<file path="src/rtl/cop_pkg.sv">
package cop_pkg;
  typedef enum logic {
    RATE_LONG  = 1'b0,
    RATE_SHORT = 1'b1
  } rate_e;

  typedef enum logic [1:0] {
    LP_RUN    = 2'b00,
    LP_WAIT   = 2'b01,
    LP_STOP   = 2'b10,
    LP_STOP_W = 2'b11
  } lp_mode_e;

  // prescaled clock is present in run and wait, absent in stop
  function automatic logic lp_clk_on(lp_mode_e m);
    unique case (m)
      LP_RUN, LP_WAIT:    return 1'b1;
      LP_STOP, LP_STOP_W: return 1'b0;
      default:            return 1'b0;
    endcase
  endfunction
endpackage

</file>
<file path="src/rtl/cop_bus_decode.sv">
module cop_bus_decode #(
  parameter int unsigned    ADDR_W   = 16,
  parameter int unsigned    DATA_W   = 8,
  parameter logic [ADDR_W-1:0] SVC_ADDR = '1
) (
  input  logic [ADDR_W-1:0] addr_i,
  input  logic              wr_i,
  input  logic              rd_i,
  input  logic [DATA_W-1:0] vec_lo_i,
  output logic              svc_o,
  output logic [DATA_W-1:0] rdata_o
);
  logic hit;
  assign hit     = (addr_i == SVC_ADDR);
  assign svc_o   = wr_i & hit;
  // location is shared with vector memory: reads see the vector byte
  assign rdata_o = (rd_i & hit) ? vec_lo_i : '0;
endmodule

</file>
<file path="src/rtl/cop_mon_ctrl.sv">
module cop_mon_ctrl (
  input  logic clk_i,
  input  logic rst_ni,
  input  logic por_ni,
  input  logic entry_i,
  input  logic tst_irq_i,
  input  logic tst_rst_i,
  input  logic blank_i,
  output logic mon_dis_o
);
  logic hv_q, sticky_q;

  // high-voltage entry: released once test voltage leaves both pins
  always_ff @(posedge clk_i or negedge rst_ni) begin
    if (!rst_ni)                    hv_q <= 1'b0;
    else if (entry_i && tst_irq_i)  hv_q <= 1'b1;
    else if (!tst_irq_i && !tst_rst_i) hv_q <= 1'b0;
  end

  // blank-vector entry: only power-on clears it
  always_ff @(posedge clk_i or negedge por_ni) begin
    if (!por_ni)                                  sticky_q <= 1'b0;
    else if (entry_i && !tst_irq_i && blank_i)    sticky_q <= 1'b1;
  end

  assign mon_dis_o = hv_q | sticky_q;
endmodule

</file>
<file path="src/rtl/cop_prescaler.sv">
module cop_prescaler #(
  parameter int unsigned PRE_DIV = 4
) (
  input  logic clk_i,
  input  logic rst_ni,
  input  logic en_i,
  input  logic clr_i,
  output logic tick_o
);
  if (PRE_DIV <= 1) begin : g_bypass
    assign tick_o = en_i & ~clr_i;
  end else begin : g_div
    localparam int unsigned PRE_W = $clog2(PRE_DIV);
    localparam logic [PRE_W-1:0] PRE_MAX = PRE_W'(PRE_DIV - 1);
    logic [PRE_W-1:0] pre_q;

    always_ff @(posedge clk_i or negedge rst_ni) begin
      if (!rst_ni)     pre_q <= '0;
      else if (clr_i)  pre_q <= '0;
      else if (en_i)   pre_q <= (pre_q == PRE_MAX) ? '0 : pre_q + 1'b1;
    end

    assign tick_o = en_i & ~clr_i & (pre_q == PRE_MAX);
  end
endmodule

</file>
<file path="src/rtl/cop_timeout_ctr.sv">
module cop_timeout_ctr
  import cop_pkg::*;
#(
  parameter int unsigned TO_LONG  = 262128,
  parameter int unsigned TO_SHORT = 8176,
  parameter int unsigned HOLD     = 32
) (
  input  logic  clk_i,
  input  logic  rst_ni,
  input  logic  tick_i,
  input  logic  clr_i,
  input  logic  kill_i,
  input  rate_e rate_i,
  output logic  req_o
);
  localparam int unsigned LIM_MAX = (TO_LONG > TO_SHORT) ? TO_LONG : TO_SHORT;
  localparam int unsigned CNT_W   = $clog2(LIM_MAX + 1);
  localparam int unsigned HOLD_W  = $clog2(HOLD + 1);
  localparam logic [CNT_W-1:0]  LIM_L = CNT_W'(TO_LONG - 1);
  localparam logic [CNT_W-1:0]  LIM_S = CNT_W'(TO_SHORT - 1);
  localparam logic [HOLD_W-1:0] HOLD_LD = HOLD_W'(HOLD - 1);

  logic [CNT_W-1:0]  cnt_q, lim_m1;
  logic [HOLD_W-1:0] hold_q;
  logic              req_q;

  assign lim_m1 = (rate_i == RATE_SHORT) ? LIM_S : LIM_L;

  always_ff @(posedge clk_i or negedge rst_ni) begin
    if (!rst_ni) begin
      cnt_q  <= '0;
      hold_q <= '0;
      req_q  <= 1'b0;
    end else if (kill_i) begin
      cnt_q  <= '0;
      hold_q <= '0;
      req_q  <= 1'b0;
    end else if (req_q) begin
      // request window: counter parked at zero, service ignored
      cnt_q <= '0;
      if (hold_q == '0) req_q  <= 1'b0;
      else              hold_q <= hold_q - 1'b1;
    end else if (clr_i) begin
      cnt_q <= '0;
    end else if (tick_i) begin
      if (cnt_q >= lim_m1) begin
        cnt_q  <= '0;
        req_q  <= 1'b1;
        hold_q <= HOLD_LD;
      end else begin
        cnt_q <= cnt_q + 1'b1;
      end
    end
  end

  assign req_o = req_q;
endmodule

</file>
<file path="src/rtl/cop_watchdog.sv">
module cop_watchdog
  import cop_pkg::*;
#(
  parameter int unsigned       ADDR_W   = 16,
  parameter int unsigned       DATA_W   = 8,
  parameter logic [ADDR_W-1:0] SVC_ADDR = 16'hFFFF,
  parameter int unsigned       PRE_DIV  = 4,
  parameter int unsigned       TO_LONG  = 262128,
  parameter int unsigned       TO_SHORT = 8176,
  parameter int unsigned       HOLD     = 32
) (
  input  logic              clk_i,
  input  logic              rst_ni,
  input  logic              por_ni,
  input  logic              cfg_disable_i,
  input  logic              cfg_rate_i,
  input  logic              mon_entry_i,
  input  logic              mon_tst_irq_i,
  input  logic              mon_tst_rst_i,
  input  logic              mon_blank_vec_i,
  input  logic              wait_i,
  input  logic              stop_i,
  input  logic [ADDR_W-1:0] bus_addr_i,
  input  logic              bus_wr_i,
  input  logic              bus_rd_i,
  input  logic [DATA_W-1:0] vec_lo_i,
  output logic [DATA_W-1:0] bus_rdata_o,
  output logic              cop_rst_req_o
);
  logic     svc, mon_dis, kill, clk_on, pre_clr, tick, req;
  lp_mode_e lp_mode;

  assign lp_mode = lp_mode_e'({stop_i, wait_i});
  assign clk_on  = lp_clk_on(lp_mode);

  cop_bus_decode #(
    .ADDR_W(ADDR_W), .DATA_W(DATA_W), .SVC_ADDR(SVC_ADDR)
  ) u_dec (
    .addr_i(bus_addr_i), .wr_i(bus_wr_i), .rd_i(bus_rd_i),
    .vec_lo_i(vec_lo_i), .svc_o(svc), .rdata_o(bus_rdata_o)
  );

  cop_mon_ctrl u_mon (
    .clk_i(clk_i), .rst_ni(rst_ni), .por_ni(por_ni),
    .entry_i(mon_entry_i), .tst_irq_i(mon_tst_irq_i),
    .tst_rst_i(mon_tst_rst_i), .blank_i(mon_blank_vec_i),
    .mon_dis_o(mon_dis)
  );

  assign kill    = cfg_disable_i | mon_dis;
  assign pre_clr = svc | kill | req | ~clk_on;

  cop_prescaler #(.PRE_DIV(PRE_DIV)) u_pre (
    .clk_i(clk_i), .rst_ni(rst_ni), .en_i(clk_on),
    .clr_i(pre_clr), .tick_o(tick)
  );

  cop_timeout_ctr #(
    .TO_LONG(TO_LONG), .TO_SHORT(TO_SHORT), .HOLD(HOLD)
  ) u_ctr (
    .clk_i(clk_i), .rst_ni(rst_ni), .tick_i(tick), .clr_i(svc),
    .kill_i(kill), .rate_i(rate_e'(cfg_rate_i)), .req_o(req)
  );

  assign cop_rst_req_o = req;
endmodule

</file>
<file path="config.mk">
export PLATFORM = sky130hd
export DESIGN_NAME = cop_watchdog
export DESIGN_NICKNAME = d
export VERILOG_FILES = /design/src/rtl/cop_pkg.sv /design/src/rtl/cop_bus_decode.sv /design/src/rtl/cop_mon_ctrl.sv /design/src/rtl/cop_prescaler.sv /design/src/rtl/cop_timeout_ctr.sv /design/src/rtl/cop_watchdog.sv
export SDC_FILE = /design/constraint.sdc
export NUM_CORES = 1
export LEC_CHECK = 0
export BUFFER_PORTS_ARGS = -buffer_cell sky130_fd_sc_hd__clkbuf_2
export CORE_UTILIZATION = 47
export DETAILED_ROUTE_END_ITERATION = 16
export GPL_TIMING_DRIVEN = 0
export HOLD_SLACK_MARGIN = 0.02
export PLACE_DENSITY = 0.75
export RECOVER_POWER = 50
export SKIP_LAST_GASP = 1
export SLEW_MARGIN = 30
export SYNTH_ARGS = -nofsm -noshare
export SYNTH_HDL_FRONTEND = slang
export SYNTH_SLANG_ARGS = --single-unit
</file>
<file path="constraint.sdc">
create_clock -name clk_i -period 2.2 [get_ports clk_i]
set_input_delay 0.33 -clock clk_i [delete_from_list [all_inputs] [get_ports clk_i]]
set_output_delay 0.33 -clock clk_i [all_outputs]
set_load 0.03 [all_outputs]
</file>
After elaboration in Yosys (flattened, before gate mapping). Index checks and enable logic that the tools add are counted.

Flip-flop bits (word level): 29. Latch bits: 0. Bits in writable memories: 0. Memory bits (read-only): 0. Input bits: 37. Logic and storage cells: 69. Memories kept: 0.

Add/sub/neg operators: 3. $mul: 0. Div/mod/pow operators: 0. Magnitude comparators: 1. Equality and inequality tests: 7. Shift-type cells: 0. Mux-type cells: 25. Bitwise operators: 11. Reductions and logical operators: 16.

Operators by type and width (count): $mux W18 (6); $mux W6 (6); $add A18 B1 Y18 const B (1); $ge A18 B18 Y1 (1); $eq A16 B16 Y1 const B (1); $mux W1 (8); $mux W8 (1); $eq A2 B2 Y1 const B (3); $logic_not A6 Y1 (1); $mux W2 (3); $reduce_bool A3 Y1 (2); $sub A6 B1 Y6 const B (1); $or A1 B1 Y1 (5); $and A1 B1 Y1 (4); $logic_and A1 B1 Y1 (4); $reduce_and A4 Y1 (1); $reduce_bool A2 Y1 (2); $reduce_bool A4 Y1 (1); $reduce_or A2 Y1 (2); $ne A3 B1 Y1 const B (1); $ne A3 B3 Y1 const B (1); $add A2 B1 Y2 const B (1); $eq A2 B1 Y1 const B (1); $logic_not A1 Y1 (2); other kinds (3) (4).

Logic depth before layout (Yosys ltp). Gate-level depths: netlist (run 1).

Depth in word-level cells: 12. Mapped depth: 8. Depth with buffers taken out: 7.

Cells and area by module. From an unflattened synthesis (run 1), not the netlist that was laid out.

Cell total of the unflattened synthesis: 210. Area total of the unflattened synthesis: 1941.9 µm².

Modules (own cells, without submodules): cop_timeout_ctr (times used 1, cells each 175, area each 1626.6 µm², seq. area each 625.6 µm²); cop_bus_decode (times used 1, cells each 14, area each 110.1 µm², seq. area each 0.0 µm²); cop_prescaler (times used 1, cells each 10, area each 107.6 µm², seq. area each 50.0 µm²); cop_mon_ctrl (times used 1, cells each 8, area each 80.1 µm², seq. area each 50.0 µm²); cop_watchdog (times used 1, cells each 3, area each 17.5 µm², seq. area each 0.0 µm²).

Least setup slack after synthesis (run 1). OpenSTA, ideal clock, no wires.

Path kind: register -> register. Start point: reg u_ctr.cnt_q[15]. End point: reg u_ctr.cnt_q[10]. Library setup time: 83 ps. Data arrival time: 2215 ps. Data required time: 2117 ps. Path slack: -99 ps. Stages on the path, launching flop included: 9. Buffers on the path: 1. Cells stage by stage: dfrtp_1 > ha_1 > and4_4 > a221oi_2 > o21ai_1 > or2_1 > buf_6 > or4_1 > a31oi_1.

Word-level cells in the longest chain between the ends: 6.

RTL lines: start, declared (RTL line cop_timeout_ctr.sv:23) `logic [CNT_W-1:0] cnt_q, lim_m1;`; start signal, assigned (RTL line cop_timeout_ctr.sv:51) `cnt_q <= cnt_q + 1'b1;`; $ge A18 B18 Y1 (RTL line cop_timeout_ctr.sv:46) `if (cnt_q >= lim_m1) begin`; $mux W18 (RTL line cop_timeout_ctr.sv:46); $mux W18 (RTL line cop_timeout_ctr.sv:45) `end else if (tick_i) begin`; $mux W18 (RTL line cop_timeout_ctr.sv:43) `end else if (clr_i) begin`; $mux W18 (RTL line cop_timeout_ctr.sv:38) `end else if (req_q) begin`; $mux W18 (RTL line cop_timeout_ctr.sv:34) `end else if (kill_i) begin`.

Every way passes these cells. The select of a mux whose other input is x is not followed. A chain may end at the register's enable or synchronous reset.

Final worst setup path (run 1).
Start point: reg u_ctr.cnt_q[17]. End point: reg u_ctr.cnt_q[7].

Same word-level chain as after synthesis.

==> results of run 1 <==
registers in the layout, summed over array words and instances (netlist names):
name and cells:
u_mon.hv_q 1, u_pre.g_div.pre_q 2, u_ctr.cnt_q 18, u_mon.sticky_q 1, u_ctr.hold_q 6, u_ctr.req_o 1
metal layers:
layer	GRT usage	up-vias	routed length (microns)
met4	0.0795	0	57
li1	-	865	-
met2	0.371	50	1980
met1	0.288	784	1880
met5	0	-	0
met3	0.0536	5	221
cell usage after synthesis (2+ instances only):
cell,count,area [sq um]
sky130_fd_sc_hd__and3_1,11,68.8
sky130_fd_sc_hd__xnor2_1,10,87.6
sky130_fd_sc_hd__nand4_1,11,68.8
sky130_fd_sc_hd__nor3_1,7,35.0
sky130_fd_sc_hd__xor2_1,2,17.5
sky130_fd_sc_hd__or3_1,2,12.5
sky130_fd_sc_hd__nand3_1,19,95.1
sky130_fd_sc_hd__nand2b_1,2,12.5
sky130_fd_sc_hd__a221oi_1,3,26.3
sky130_fd_sc_hd__nor2b_1,2,12.5
sky130_fd_sc_hd__dfrtp_1,29,726
sky130_fd_sc_hd__inv_1,6,22.5
sky130_fd_sc_hd__o21ai_0,3,15.0
sky130_fd_sc_hd__a21oi_1,7,35.0
sky130_fd_sc_hd__nor4_1,8,50.1
sky130_fd_sc_hd__a31oi_1,7,43.8
sky130_fd_sc_hd__or4_1,3,22.5
sky130_fd_sc_hd__ha_1,9,113
sky130_fd_sc_hd__nor2_1,16,60.1
sky130_fd_sc_hd__clkbuf_1,4,15.0
sky130_fd_sc_hd__and4_4,2,22.5
sky130_fd_sc_hd__a311oi_1,2,17.5
sky130_fd_sc_hd__o21ai_1,2,10.0
sky130_fd_sc_hd__nand2_1,19,71.3
sky130_fd_sc_hd__and2_1,2,12.5
through the flow:
| stage | util | cells | setup TNS [ns] | setup WS (ns) |
|---|---|---|---|---|
| finish | 0.635 | 307 | 0 | 0.0522 |
| global route | 0.635 | 307 | -0.0977 | -0.0483 |
| CTS | 0.615 | 304 | 0 | 0.0107 |
| detailed placement | 0.567 | 293 | -3.50 | -0.260 |
| global placement | 0.567 | 293 | -2.77 | -0.188 |
| floorplan | - | 201 | 0 | 0.00222 |
power groups by stage:
| stage | logic, uW | clock network, uW | registers, uW |
|---|---|---|---|
| floorplan | 10.3 | 0 | 547 |
| global placement | 57.6 | 0 | 547 |
| detailed placement | 59.1 | 0 | 548 |
| CTS | 63.0 | 590 | 538 |
| global route | 75.2 | 612 | 537 |
| finish | 66.9 | 580 | 538 |
final cells by class:
cell class,count,area (sq um)
Inverter,6,22.5
Buffer,4,16.3
Timing Repair Buffer,51,274
Sequential cell,29,727
Tap cell,48,60.1
Multi-Input combinational cell,161,1110
Clock buffer,7,86.3
Fill cell,308,1340
Clock inverter,1,30.0
final timing paths:
path,from,slack (ns),cells after the start,endpoint
max,u_ctr.cnt_q[17]$_DFFE_PN0P_,0.05,7,u_ctr.cnt_q[7]$_DFFE_PN0P_
min,stop_i,0.24,2,u_pre.g_div.pre_q[1]$_DFFE_PN0P_
max reg2reg,u_ctr.cnt_q[17]$_DFFE_PN0P_,0.05,7,u_ctr.cnt_q[7]$_DFFE_PN0P_
min reg2reg,u_pre.g_div.pre_q[0]$_DFFE_PN0P_,0.45,1,u_pre.g_div.pre_q[0]$_DFFE_PN0P_
max in group asynchronous,rst_ni,0.82,1,u_ctr.cnt_q[14]$_DFFE_PN0P_
min in group asynchronous,por_ni,0.34,2,u_mon.sticky_q$_DFFE_PN0P_
kinds of logic (layout without fill, tap and decap cells):
family	Yosys count	in the layout
AOI/OAI and AO/OA	28	28
xor gates and xnor gates	12	12
adders and majority gates	9	9
buffers and inverters	11	69
DFF	29	29
and+or+nand+nor	112	112
repair_timing:
action	CTS	global route
buffers inserted	3	3
resized for setup	7	7
endpoints found under the hold margin	1	0
setup endpoints to repair	18	18
pin swaps	8	3
hold buffers	1	0
worst reg2reg max path, cell delays in order (launching register included):
cell,delay [ns]
sky130_fd_sc_hd__dfrtp_1,0.40
sky130_fd_sc_hd__ha_4,0.25
sky130_fd_sc_hd__and4_4,0.19
sky130_fd_sc_hd__a221oi_4,0.23
sky130_fd_sc_hd__o21ai_2,0.12
sky130_fd_sc_hd__or2_4,0.28
sky130_fd_sc_hd__or4_1,0.40
sky130_fd_sc_hd__a31oi_1,0.20
==> qor.txt, run 1 <==
TIMING
------------------------------------------------------------------------------------------------------
Min cycle time layout                                                                          2.15 ns
Final setup violation count                                                                          0
Highest clock rate                                                                           0.466 GHz
Max-slew violation count                                                                             0
Unrepaired setup endpoints after global routing                                                   true
Slew at the pin closest to its max-slew limit                                                  1.50 ns
Final Cycle Share                                                                                0.976
Final hold violation count                                                                           0
Worst clock skew                                                                             0.0123 ns
Headroom to the max-slew limit                                                                 0.00199
Worst Hold Margin                                                                             0.241 ns

CLOCK TREE
------------------------------------------------------------------------------------------------------
Count of clock tree sinks                                                                           29
CTS tree                                                                                         built
Longest Clk Path Bufs                                                                                2
Clock transition at the register clock pins on the worst setup and hold paths after CTS        0.06 ns
Maximum level of the CTS H-tree                                                                      2
Clock root buffer master                                                                  sky130_fd_sc_hd__clkbuf_8
Worst skew pair latency                                                                        0.29 ns
Inserted Clock Buffers                                                                               5

PWR
------------------------------------------------------------------------------------------------------
Relative contribution of the clock network to total power                                        0.490
Proportion of power drawn by flip-flops and latches                                              0.454
Logic gate share of total power                                                                  0.056
P_leak                                                                                      0.00100 uW
Peak VDD IR                                                                                   0.507 mV
Cell Pwr Density                                                                           510 mW/mm^2
Internal power consumption                                                                      937 uW
Switching share of power                                                                         0.210
Switch Pwr                                                                                      248 uW
Final Power                                                                                    1190 uW

YOSYS
------------------------------------------------------------------------------------------------------
Combined area of all synthesized cells                                                    0.00179 sq mm
Post-synthesis simple-gate area fraction                                                         0.342
Async set or reset register ratio after synthesis                                                 1.00
Main combinational cell family by area after synthesis                                    simple AND/OR/NAND/NOR gates
Most common flop cell mapped by yosys                                                     sky130_fd_sc_hd__dfrtp_1
Adder and majority cell fraction of the synthesized area                                        0.0628
Share of the synthesized area in compound gates (AO/OA/AOI/OAI)                                  0.105
Syn Area/Cell                                                                               8.93 sq um
Number of enable-type register cells in the synthesized netlist                                      0
Flip-flop and latch count after synthesis                                                           29
Mux contribution to synthesized area                                                                 0
Synthesized-area fraction occupied by xor and xnor cells                                        0.0586
Number of warnings printed during yosys synthesis                                                    0
Number of distinct library cells after synthesis                                                    38
Proportion of synthesized chip area in sequential cells                                          0.404
Gate count of the mapped netlist                                                                   201
Syn nets                                                                                           247

CELLS AND AREA
------------------------------------------------------------------------------------------------------
Count of inserted antenna diode cells                                                                0
Total number of nets in the final design                                                           304
Share of post-route cells with drive strength above 1                                            0.293
Most frequent cells in the layout                                                         44 x sky130_fd_sc_hd__clkbuf_2, 28 x sky130_fd_sc_hd__dfrtp_1, 19 x sky130_fd_sc_hd__nand3_1, 19 x sky130_fd_sc_hd__nand2_1, 16 x sky130_fd_sc_hd__nor2_1
Growth of design area from synthesis to finish                                                   29.5%
Most frequent standard cell in the layout excluding fill and tap cells                    sky130_fd_sc_hd__clkbuf_2
Post-route cell area                                                                      0.00232 sq mm

GLOBAL ROUTE
------------------------------------------------------------------------------------------------------
Largest net degree at the start of global routing                                                   29
Global-route usage over all layers                                                               0.226
Global-route wire length before repair                                                         6.97 mm
Vias in the first global route                                                                    1525
Initial antenna violation count                                                                      0
Total grt overflow                                                                                   0

CRITICAL PATH
------------------------------------------------------------------------------------------------------
WS Path Type                                                                              flop to flop
Required time reported for the critical path endpoint                                          2.40 ns
Number of buffer and inverter stages on the critical path                                            0
Category of cells accounting for the largest share of critical-path delay                 simple AND/OR/NAND/NOR gates
Max FO, Critical Path                                                                                8
Slowest cell delay on critical path                                                            0.40 ns
Crit path capture type                                                                            flop
Cell at the slowest stage of the critical path                                            sky130_fd_sc_hd__dfrtp_1
Category of the worst setup path launch point                                                     flop
Worst EP arrival                                                                               2.34 ns
Cell-by-cell trace of the critical path                                                   ha_4, and4_4, a221oi_4, o21ai_2, or2_4, or4_1, a31oi_1

RUN
------------------------------------------------------------------------------------------------------
Max_cap viols                                                                                        1

RUN STATUS
------------------------------------------------------------------------------------------------------
Result of the run                                                                         finished, violations left
Violated checks                                                                           max-capacitance violations

FLOORPLANNING
------------------------------------------------------------------------------------------------------
Starting density of the core                                                                     0.490
Std-Cell Rows                                                                                       22
I/O pin count                                                                                       46
Height of the die                                                                         63.8 microns
Std-Cell Core Area                                                                        0.00366 sq mm
Die width                                                                                 63.8 microns
DIE AREA                                                                                  0.00407 sq mm

DRT
------------------------------------------------------------------------------------------------------
ANT nets after route                                                                                 0
DR vias                                                                                           1704
First-pass iteration count of the detailed router                                                    4
DR DRC count                                                                                         0
Violation count after the first detailed-routing iteration                                          48
Wire per inst                                                                             13.5 microns
Detailed-route wire length                                                                     4.14 mm
Routed vias/inst                                                                                  5.55

PLACED DESIGN
------------------------------------------------------------------------------------------------------
HPWL after detailed placement                                                                  2.93 mm
Standard cell area after detailed placement                                               0.00207 sq mm
Global placement routability congestion                                                          0.819
Port Buffers                                                                                        44

HOLD PATH
------------------------------------------------------------------------------------------------------
Classification of the worst-slack hold path                                               input port to flop

Power figures use the tool's default switching activity.
==> run 2: changes to the inputs <==
--- a/config.mk
+++ b/config.mk
@@ -6,11 +6,13 @@
 export NUM_CORES = 1
 export LEC_CHECK = 0
 export BUFFER_PORTS_ARGS = -buffer_cell sky130_fd_sc_hd__clkbuf_2
-export CORE_UTILIZATION = 47
+export CORE_MARGIN = 10
+export CORE_UTILIZATION = 50
+export CTS_BUF_LIST = sky130_fd_sc_hd__clkbuf_8
 export DETAILED_ROUTE_END_ITERATION = 16
 export GPL_TIMING_DRIVEN = 0
 export HOLD_SLACK_MARGIN = 0.02
-export PLACE_DENSITY = 0.75
+export PLACE_DENSITY = 0.76
 export RECOVER_POWER = 50
 export SKIP_LAST_GASP = 1
 export SLEW_MARGIN = 30
==> constraint.sdc (replaced) <==
create_clock -name clk_i -period 2.4 [get_ports clk_i]
set_input_delay 0.36 -clock clk_i [delete_from_list [all_inputs] [get_ports clk_i]]
set_output_delay 0.36 -clock clk_i [all_outputs]
set_load 0.03 [all_outputs]
==> qor.txt, run 2 (synthesized netlist as in run 1, its figures left out) <==
RUN STATUS
------------------------------------------------------------------------------------------------------
Result of the run                                                                         finished, final reports clean

FLOORPLANNING
------------------------------------------------------------------------------------------------------
Die width                                                                                 79.9 microns   +25%
Std-Cell Rows                                                                                       21   -4.5%
I/O pin count                                                                                       46   unchanged
Height of the die                                                                         79.9 microns   +25%
DIE AREA                                                                                  0.00638 sq mm   +57%
Std-Cell Core Area                                                                        0.00339 sq mm   -7.4%
Starting density of the core                                                                     0.529   +0.0393

GLOBAL ROUTE
------------------------------------------------------------------------------------------------------
Busiest layer in global routing                                                                   met2
Largest net degree at the start of global routing                                                   29   unchanged
Total grt overflow                                                                                   0   unchanged
GR Util met1                                                                                     0.160   -0.129
Vias in the first global route                                                                    1676   +9.9%
Global-route wire length before repair                                                         7.56 mm   +8.5%
Initial antenna violation count                                                                      0   unchanged
Met3 demand-to-capacity share in global routing                                                 0.0732   +0.0196
Global-route usage over all layers                                                               0.146   -0.0793
Met2 Usage GRT                                                                                   0.238   -0.133

CELLS AND AREA
------------------------------------------------------------------------------------------------------
Count of inserted antenna diode cells                                                                0   unchanged
Total number of nets in the final design                                                           304   unchanged
Number of fill cells                                                                               273   -11%
Post-route cell area                                                                      0.00228 sq mm   -1.7%
Register containing the most flip-flops in the final layout                                u_ctr.cnt_q
Share of post-route cells with drive strength above 1                                            0.274   -0.0193
Largest registers                                                                         u_ctr.cnt_q x18, u_ctr.hold_q x6, u_pre.g_div.pre_q x2
Utilization after layout                                                                         0.674   +0.0390
Growth of design area from synthesis to finish                                                   27.3%
Flip-flop count of the largest register after layout                                                18   unchanged
Finished Layout Cells                                                                              305   -0.65%
Most frequent cells in the layout                                                         42 x sky130_fd_sc_hd__clkbuf_2, 28 x sky130_fd_sc_hd__dfrtp_1, 19 x sky130_fd_sc_hd__nand3_1, 19 x sky130_fd_sc_hd__nand2_1, 16 x sky130_fd_sc_hd__nor2_1
Most frequent standard cell in the layout excluding fill and tap cells                    sky130_fd_sc_hd__clkbuf_2

CRITICAL PATH
------------------------------------------------------------------------------------------------------
Max FO, Critical Path                                                                                8   unchanged
Cell at the slowest stage of the critical path                                            sky130_fd_sc_hd__or4_4
Cell-by-cell trace of the critical path                                                   ha_1, and4_4, a221oi_2, o21ai_2, or2_1, buf_6, or4_4, a31oi_2
WS Path Type                                                                              flop to flop
Crit path capture type                                                                            flop
Required time reported for the critical path endpoint                                          2.60 ns   +0.20 ns
Worst EP arrival                                                                               2.53 ns   +0.19 ns
Slowest cell delay on critical path                                                            0.51 ns   +0.11 ns
Category of the worst setup path launch point                                                     flop

PWR
------------------------------------------------------------------------------------------------------
Logic gate share of total power                                                                  0.053   -0.003
Internal power consumption                                                                      852 uW   -9.0%
Switching share of power                                                                         0.203   -0.00691
Switch Pwr                                                                                      217 uW   -13%
Proportion of power drawn by flip-flops and latches                                              0.462   +0.008
Final Power                                                                                    1070 uW   -9.8%
Relative contribution of the clock network to total power                                        0.485   -0.005
Cell Pwr Density                                                                           468 mW/mm^2   -8.2%
P_leak                                                                                      0.00100 uW   +0.18%
Peak VDD IR                                                                                   0.562 mV   +11%

CLOCK TREE
------------------------------------------------------------------------------------------------------
Clock transition at the register clock pins on the worst setup and hold paths after CTS        0.07 ns   about the same
Maximum level of the CTS H-tree                                                                      2   unchanged
CTS tree                                                                                         built
Longest Clk Path Bufs                                                                                2   unchanged
Clock root buffer master                                                                  sky130_fd_sc_hd__clkbuf_8
Inserted Clock Buffers                                                                               5   unchanged
Worst skew pair latency                                                                        0.29 ns   about the same
Count of clock tree sinks                                                                           29   unchanged

DRT
------------------------------------------------------------------------------------------------------
Detailed-route wire length                                                                     4.49 mm   +8.5%
Wire per inst                                                                             14.7 microns   +9.2%
ANT nets after route                                                                                 0   unchanged
DR vias                                                                                           1734   +1.8%
Violation count after the first detailed-routing iteration                                         109   +130%
DR DRC count                                                                                         0   unchanged
First-pass iteration count of the detailed router                                                    4   unchanged
Routed vias/inst                                                                                  5.69   +2.4%

PLACED DESIGN
------------------------------------------------------------------------------------------------------
Global placement routability congestion                                                          0.852   +4.0%
Cells after DPL                                                                                    291   -0.68%
Port Buffers                                                                                        44   unchanged
Standard cell area after detailed placement                                               0.00207 sq mm   -0.12%
HPWL after detailed placement                                                                  3.41 mm   +16%

TIMING
------------------------------------------------------------------------------------------------------
Highest clock rate                                                                           0.430 GHz   -7.7%
Max-slew violation count                                                                             0   unchanged
Final setup violation count                                                                          0   unchanged
Slew at the pin closest to its max-slew limit                                                  1.48 ns   -0.0207 ns
Headroom to the max-slew limit                                                                  0.0158   +0.0138
Final hold violation count                                                                           0   unchanged
Unrepaired setup endpoints after global routing                                                   true
Min cycle time layout                                                                          2.33 ns   +0.180 ns
Worst Hold Margin                                                                             0.277 ns   +0.0358 ns
Worst clock skew                                                                            0.00681 ns   -0.00551 ns
Final Cycle Share                                                                                0.970   -0.00630

HOLD PATH
------------------------------------------------------------------------------------------------------
Classification of the worst-slack hold path                                               input port to flop

RUN
------------------------------------------------------------------------------------------------------
Max_cap viols                                                                                        0   -1

## run 2: what timing repair did
action | in CTS | in global routing
resized for setup | 3 | 5
setup endpoints to repair | 3 | 13
pin swaps | 0 | 4
hold endpoints to repair | 1 | 0
hold buffers | 1 | 0
buffers inserted | 2 | 3
## run 2: layout make-up
class                           instances  area (sq um)  share of cell area
Timing Repair Buffer                   50           265               0.116
Tap cell                               46          57.6              0.0252
Sequential cell                        29           727               0.318
Clock inverter                          2          33.8              0.0148
Inverter                                6          22.5             0.00986
Clock buffer                            6          82.6              0.0362
Buffer                                  5          26.3              0.0115
Multi-Input combinational cell        161          1070               0.468
## run 2: critical path, delay by kind of cell (launching register included)
kind	cells	cell delay, ns
AOI/OAI and AO/OA	3	0.51
DFF	1	0.41
adders and majority gates	1	0.27
and+or+nand+nor	3	0.92
buffers and inverters	1	0.14
## run 2: routing by layer
layer / up-vias / part of all wire
met5: - / 0
met4: 0 / 0.014
met3: 5 / 0.11
met2: 53 / 0.45
met1: 806 / 0.43
li1: 870 / -
## run 2: metrics by stage
stage	setup slack [ns]	setup TNS [ns]
after CTS	0.000529	0
after global routing	-0.00460	-0.00460
after global placement	-0.152	-0.436
after detailed placement	-0.173	-0.764
final	0.0721	0
after floorplan	0.101	0
## run 2: final timing paths
path | from | cells past startpoint | end | slack (ns)
worst max-delay path | u_ctr.cnt_q[14]$_DFFE_PN0P_ | 8 | u_ctr.cnt_q[7]$_DFFE_PN0P_ | 0.07
worst min-delay path | stop_i | 2 | u_pre.g_div.pre_q[1]$_DFFE_PN0P_ | 0.28
worst max register to register | u_ctr.cnt_q[14]$_DFFE_PN0P_ | 8 | u_ctr.cnt_q[7]$_DFFE_PN0P_ | 0.07
worst min register to register | u_pre.g_div.pre_q[0]$_DFFE_PN0P_ | 1 | u_pre.g_div.pre_q[0]$_DFFE_PN0P_ | 0.44
max in group asynchronous | rst_ni | 1 | u_ctr.cnt_q[14]$_DFFE_PN0P_ | 1.02
min in group asynchronous | por_ni | 2 | u_mon.sticky_q$_DFFE_PN0P_ | 0.39
## run 2: power by group through the flow
stage	combinational [uW]	sequential [uW]	clock, uW
after global routing	64.5	493	553
final	56.8	493	519
after CTS	57.2	493	531
after floorplan	9.40	501	0
after global placement	52.6	502	0
after detailed placement	54.6	502	0
==> run 3: changes to the inputs <==
--- a/config.mk
+++ b/config.mk
@@ -6,13 +6,15 @@
 export NUM_CORES = 1
 export LEC_CHECK = 0
 export BUFFER_PORTS_ARGS = -buffer_cell sky130_fd_sc_hd__clkbuf_2
+export CELL_PAD_IN_SITES_DETAIL_PLACEMENT = 0
+export CELL_PAD_IN_SITES_GLOBAL_PLACEMENT = 2
 export CORE_MARGIN = 10
-export CORE_UTILIZATION = 50
+export CORE_UTILIZATION = 32
 export CTS_BUF_LIST = sky130_fd_sc_hd__clkbuf_8
 export DETAILED_ROUTE_END_ITERATION = 16
 export GPL_TIMING_DRIVEN = 0
 export HOLD_SLACK_MARGIN = 0.02
-export PLACE_DENSITY = 0.76
+export PLACE_DENSITY_LB_ADDON = 0.1
 export RECOVER_POWER = 50
 export SKIP_LAST_GASP = 1
 export SLEW_MARGIN = 30
==> qor.txt, run 3 (synthesized netlist as in run 1, its figures left out) <==
CRITICAL PATH
------------------------------------------------------------------------------------------------------
Crit path capture type                                                                            flop
WS Path Type                                                                              flop to flop
Slowest cell delay on critical path                                                            0.49 ns   -0.02 ns
Number of buffer and inverter stages on the critical path                                            1   unchanged
Cell-by-cell trace of the critical path                                                   ha_1, and4_4, a221oi_4, o21ai_2, or2_1, buf_6, or4_1, a31oi_1
Worst EP arrival                                                                               2.50 ns   -0.03 ns
Category of cells accounting for the largest share of critical-path delay                 simple AND/OR/NAND/NOR gates
Required time reported for the critical path endpoint                                          2.59 ns   about the same
Cell at the slowest stage of the critical path                                            sky130_fd_sc_hd__or4_1
Category of the worst setup path launch point                                                     flop
Logic depth of the worst path, buffers included                                                      8   unchanged
Number of cells traversed by the worst register-to-register path                                     8   unchanged
Max FO, Critical Path                                                                                8   unchanged

DRT
------------------------------------------------------------------------------------------------------
First-pass iteration count of the detailed router                                                    4   unchanged
Violation count after the first detailed-routing iteration                                         106   -2.8%
Met3 Routed Length                                                                         419 microns   -12%
DR DRC count                                                                                         0   unchanged
Wire per inst                                                                             15.6 microns   +5.7%
Routed vias/inst                                                                                  5.18   -8.9%
Met2 Wirelength                                                                                2.27 mm   +13%
DR vias                                                                                           1710   -1.4%
Top routing layer in use                                                                          met4
Detailed-route wire length                                                                     5.14 mm   +14%
Routed length on met1                                                                          2.36 mm   +21%
ANT nets after route                                                                                 0   unchanged

CELLS AND AREA
------------------------------------------------------------------------------------------------------
Most frequent cells in the layout                                                         43 x sky130_fd_sc_hd__clkbuf_2, 28 x sky130_fd_sc_hd__dfrtp_1, 19 x sky130_fd_sc_hd__nand3_1, 19 x sky130_fd_sc_hd__nand2_1, 16 x sky130_fd_sc_hd__nor2_1
Total number of nets in the final design                                                           304   unchanged
Share of post-route cells with drive strength above 1                                            0.264   -0.0106
Largest registers                                                                         u_ctr.cnt_q x18, u_ctr.hold_q x6, u_pre.g_div.pre_q x2
Count of inserted antenna diode cells                                                                0   unchanged
Growth of design area from synthesis to finish                                                   27.2%   about the same
Register containing the most flip-flops in the final layout                                u_ctr.cnt_q
Number of fill cells                                                                               578   +110%
Utilization after layout                                                                         0.417   -0.257
Flip-flop count of the largest register after layout                                                18   unchanged
Finished Layout Cells                                                                              330   +8.2%
Most frequent standard cell in the layout excluding fill and tap cells                    sky130_fd_sc_hd__clkbuf_2

FLOORPLANNING
------------------------------------------------------------------------------------------------------
Height of the die                                                                         94.9 microns   +19%
DIE AREA                                                                                  0.00900 sq mm   +41%
Std-Cell Rows                                                                                       27   +29%
Die width                                                                                 94.9 microns   +19%
Starting density of the core                                                                     0.328   -0.202
I/O pin count                                                                                       46   unchanged
Std-Cell Core Area                                                                        0.00547 sq mm   +61%

HOLD PATH
------------------------------------------------------------------------------------------------------
Hold-critical path depth                                                                             2   unchanged
Classification of the worst-slack hold path                                               input port to flop

CLOCK TREE
------------------------------------------------------------------------------------------------------
CTS tree                                                                                         built
Inserted Clock Buffers                                                                               5   unchanged
Count of clock tree sinks                                                                           29   unchanged
Maximum level of the CTS H-tree                                                                      2   unchanged
Worst skew pair latency                                                                        0.27 ns   -0.02 ns
Clock root buffer master                                                                  sky130_fd_sc_hd__clkbuf_8
Longest Clk Path Bufs                                                                                2   unchanged
Clock transition at the register clock pins on the worst setup and hold paths after CTS        0.06 ns   about the same

TIMING
------------------------------------------------------------------------------------------------------
Worst Hold Margin                                                                             0.286 ns   +0.00861 ns
Max-slew violation count                                                                            29   +29
Final hold violation count                                                                           0   unchanged
Headroom to the max-slew limit                                                                 -0.0350   -0.0508
Min cycle time layout                                                                          2.31 ns   -0.0183 ns
Post-route worst setup slack                                                                 0.0904 ns   +0.0183 ns
Final Cycle Share                                                                                0.962   -0.00761
Highest clock rate                                                                           0.433 GHz   +0.79%
Final setup violation count                                                                          0   unchanged
Unrepaired setup endpoints after global routing                                                   true
Slew at the pin closest to its max-slew limit                                                  1.55 ns   +0.0763 ns
Worst clock skew                                                                            0.00320 ns   -0.00361 ns

GLOBAL ROUTE
------------------------------------------------------------------------------------------------------
Global-route wire length before repair                                                         8.45 mm   +12%
Total grt overflow                                                                                   0   unchanged
Initial antenna violation count                                                                      0   unchanged
Vias in the first global route                                                                    1701   +1.5%
Global-route usage over all layers                                                               0.118   -0.0287
Largest net degree at the start of global routing                                                   29   unchanged

PLACED DESIGN
------------------------------------------------------------------------------------------------------
Port Buffers                                                                                        44   unchanged
Cells after DPL                                                                                    317   +8.9%
Global placement routability congestion                                                          0.847   -0.57%
HPWL after detailed placement                                                                  3.98 mm   +17%
Pre-CTS setup slack                                                                          -0.197 ns   -0.0237 ns

RUN STATUS
------------------------------------------------------------------------------------------------------
Result of the run                                                                         finished, violations left
Violated checks                                                                           max-capacitance violations, max-slew violations

PWR
------------------------------------------------------------------------------------------------------
P_leak                                                                                     0.000990 uW   -1.2%
Cell Pwr Density                                                                           419 mW/mm^2   -11%
Peak VDD IR                                                                                   0.201 mV   -64%

RUN
------------------------------------------------------------------------------------------------------
Max_cap viols                                                                                        1   +1

run 3: area by class of cell:
type / count / area (sq um) / area share
Buffer: 5 / 27.5 / 0.0121
Clock buffer: 6 / 82.6 / 0.0362
Clock inverter: 1 / 3.75 / 0.00164
Inverter: 6 / 22.5 / 0.00987
Multi-Input combinational cell: 161 / 1060 / 0.466
Sequential cell: 29 / 727 / 0.319
Tap cell: 72 / 90.1 / 0.0395
Timing Repair Buffer: 50 / 265 / 0.116
run 3: stage by stage:
stage                     setup TNS, ns  instance area [sq um]  power [uW]
after floorplan                       0                   1790         511
after global placement            -2.46                   2100         560
after detailed placement          -1.87                   2100         559
after CTS                             0                   2250         971
after global routing            -0.0659                   2280         998
final                                 0                   2280         956
run 3: timing repair:
item | 4_1_cts | 5_1_grt
pin swaps | 1 | 3
setup endpoints to repair | 8 | 14
buffers inserted | 4 | 1
resized for setup | 3 | 5
hold buffers | 1 | 0
endpoints found under the hold margin | 1 | 0
run 3: power breakdown:
part | total (uW) | switching (uW) | internal, uW
Sequential | 493 | 1.84 | 491
Clock | 403 | 180 | 223
Combinational | 60.2 | 32.4 | 27.8
Total | 956 | 214 | 742
run 3: final timing paths:
| check | from | endpoint | slack, ns |
|---|---|---|---|
| min | stop_i | u_pre.g_div.pre_q[1]$_DFFE_PN0P_ | 0.29 |
| max in group asynchronous | rst_ni | u_ctr.cnt_q[14]$_DFFE_PN0P_ | 0.93 |
| min reg2reg | u_pre.g_div.pre_q[0]$_DFFE_PN0P_ | u_pre.g_div.pre_q[0]$_DFFE_PN0P_ | 0.45 |
| min in group asynchronous | por_ni | u_mon.sticky_q$_DFFE_PN0P_ | 0.39 |
| max reg2reg | u_ctr.cnt_q[14]$_DFFE_PN0P_ | u_ctr.cnt_q[10]$_DFFE_PN0P_ | 0.09 |
| max | u_ctr.cnt_q[14]$_DFFE_PN0P_ | u_ctr.cnt_q[10]$_DFFE_PN0P_ | 0.09 |
run 3: layer usage:
| metal | track usage | up-vias |
|---|---|---|
| li1 | - | 867 |
| met1 | 0.147 | 781 |
| met2 | 0.184 | 56 |
| met3 | 0.0381 | 6 |
| met4 | 0.0449 | 0 |
| met5 | 0 | - |
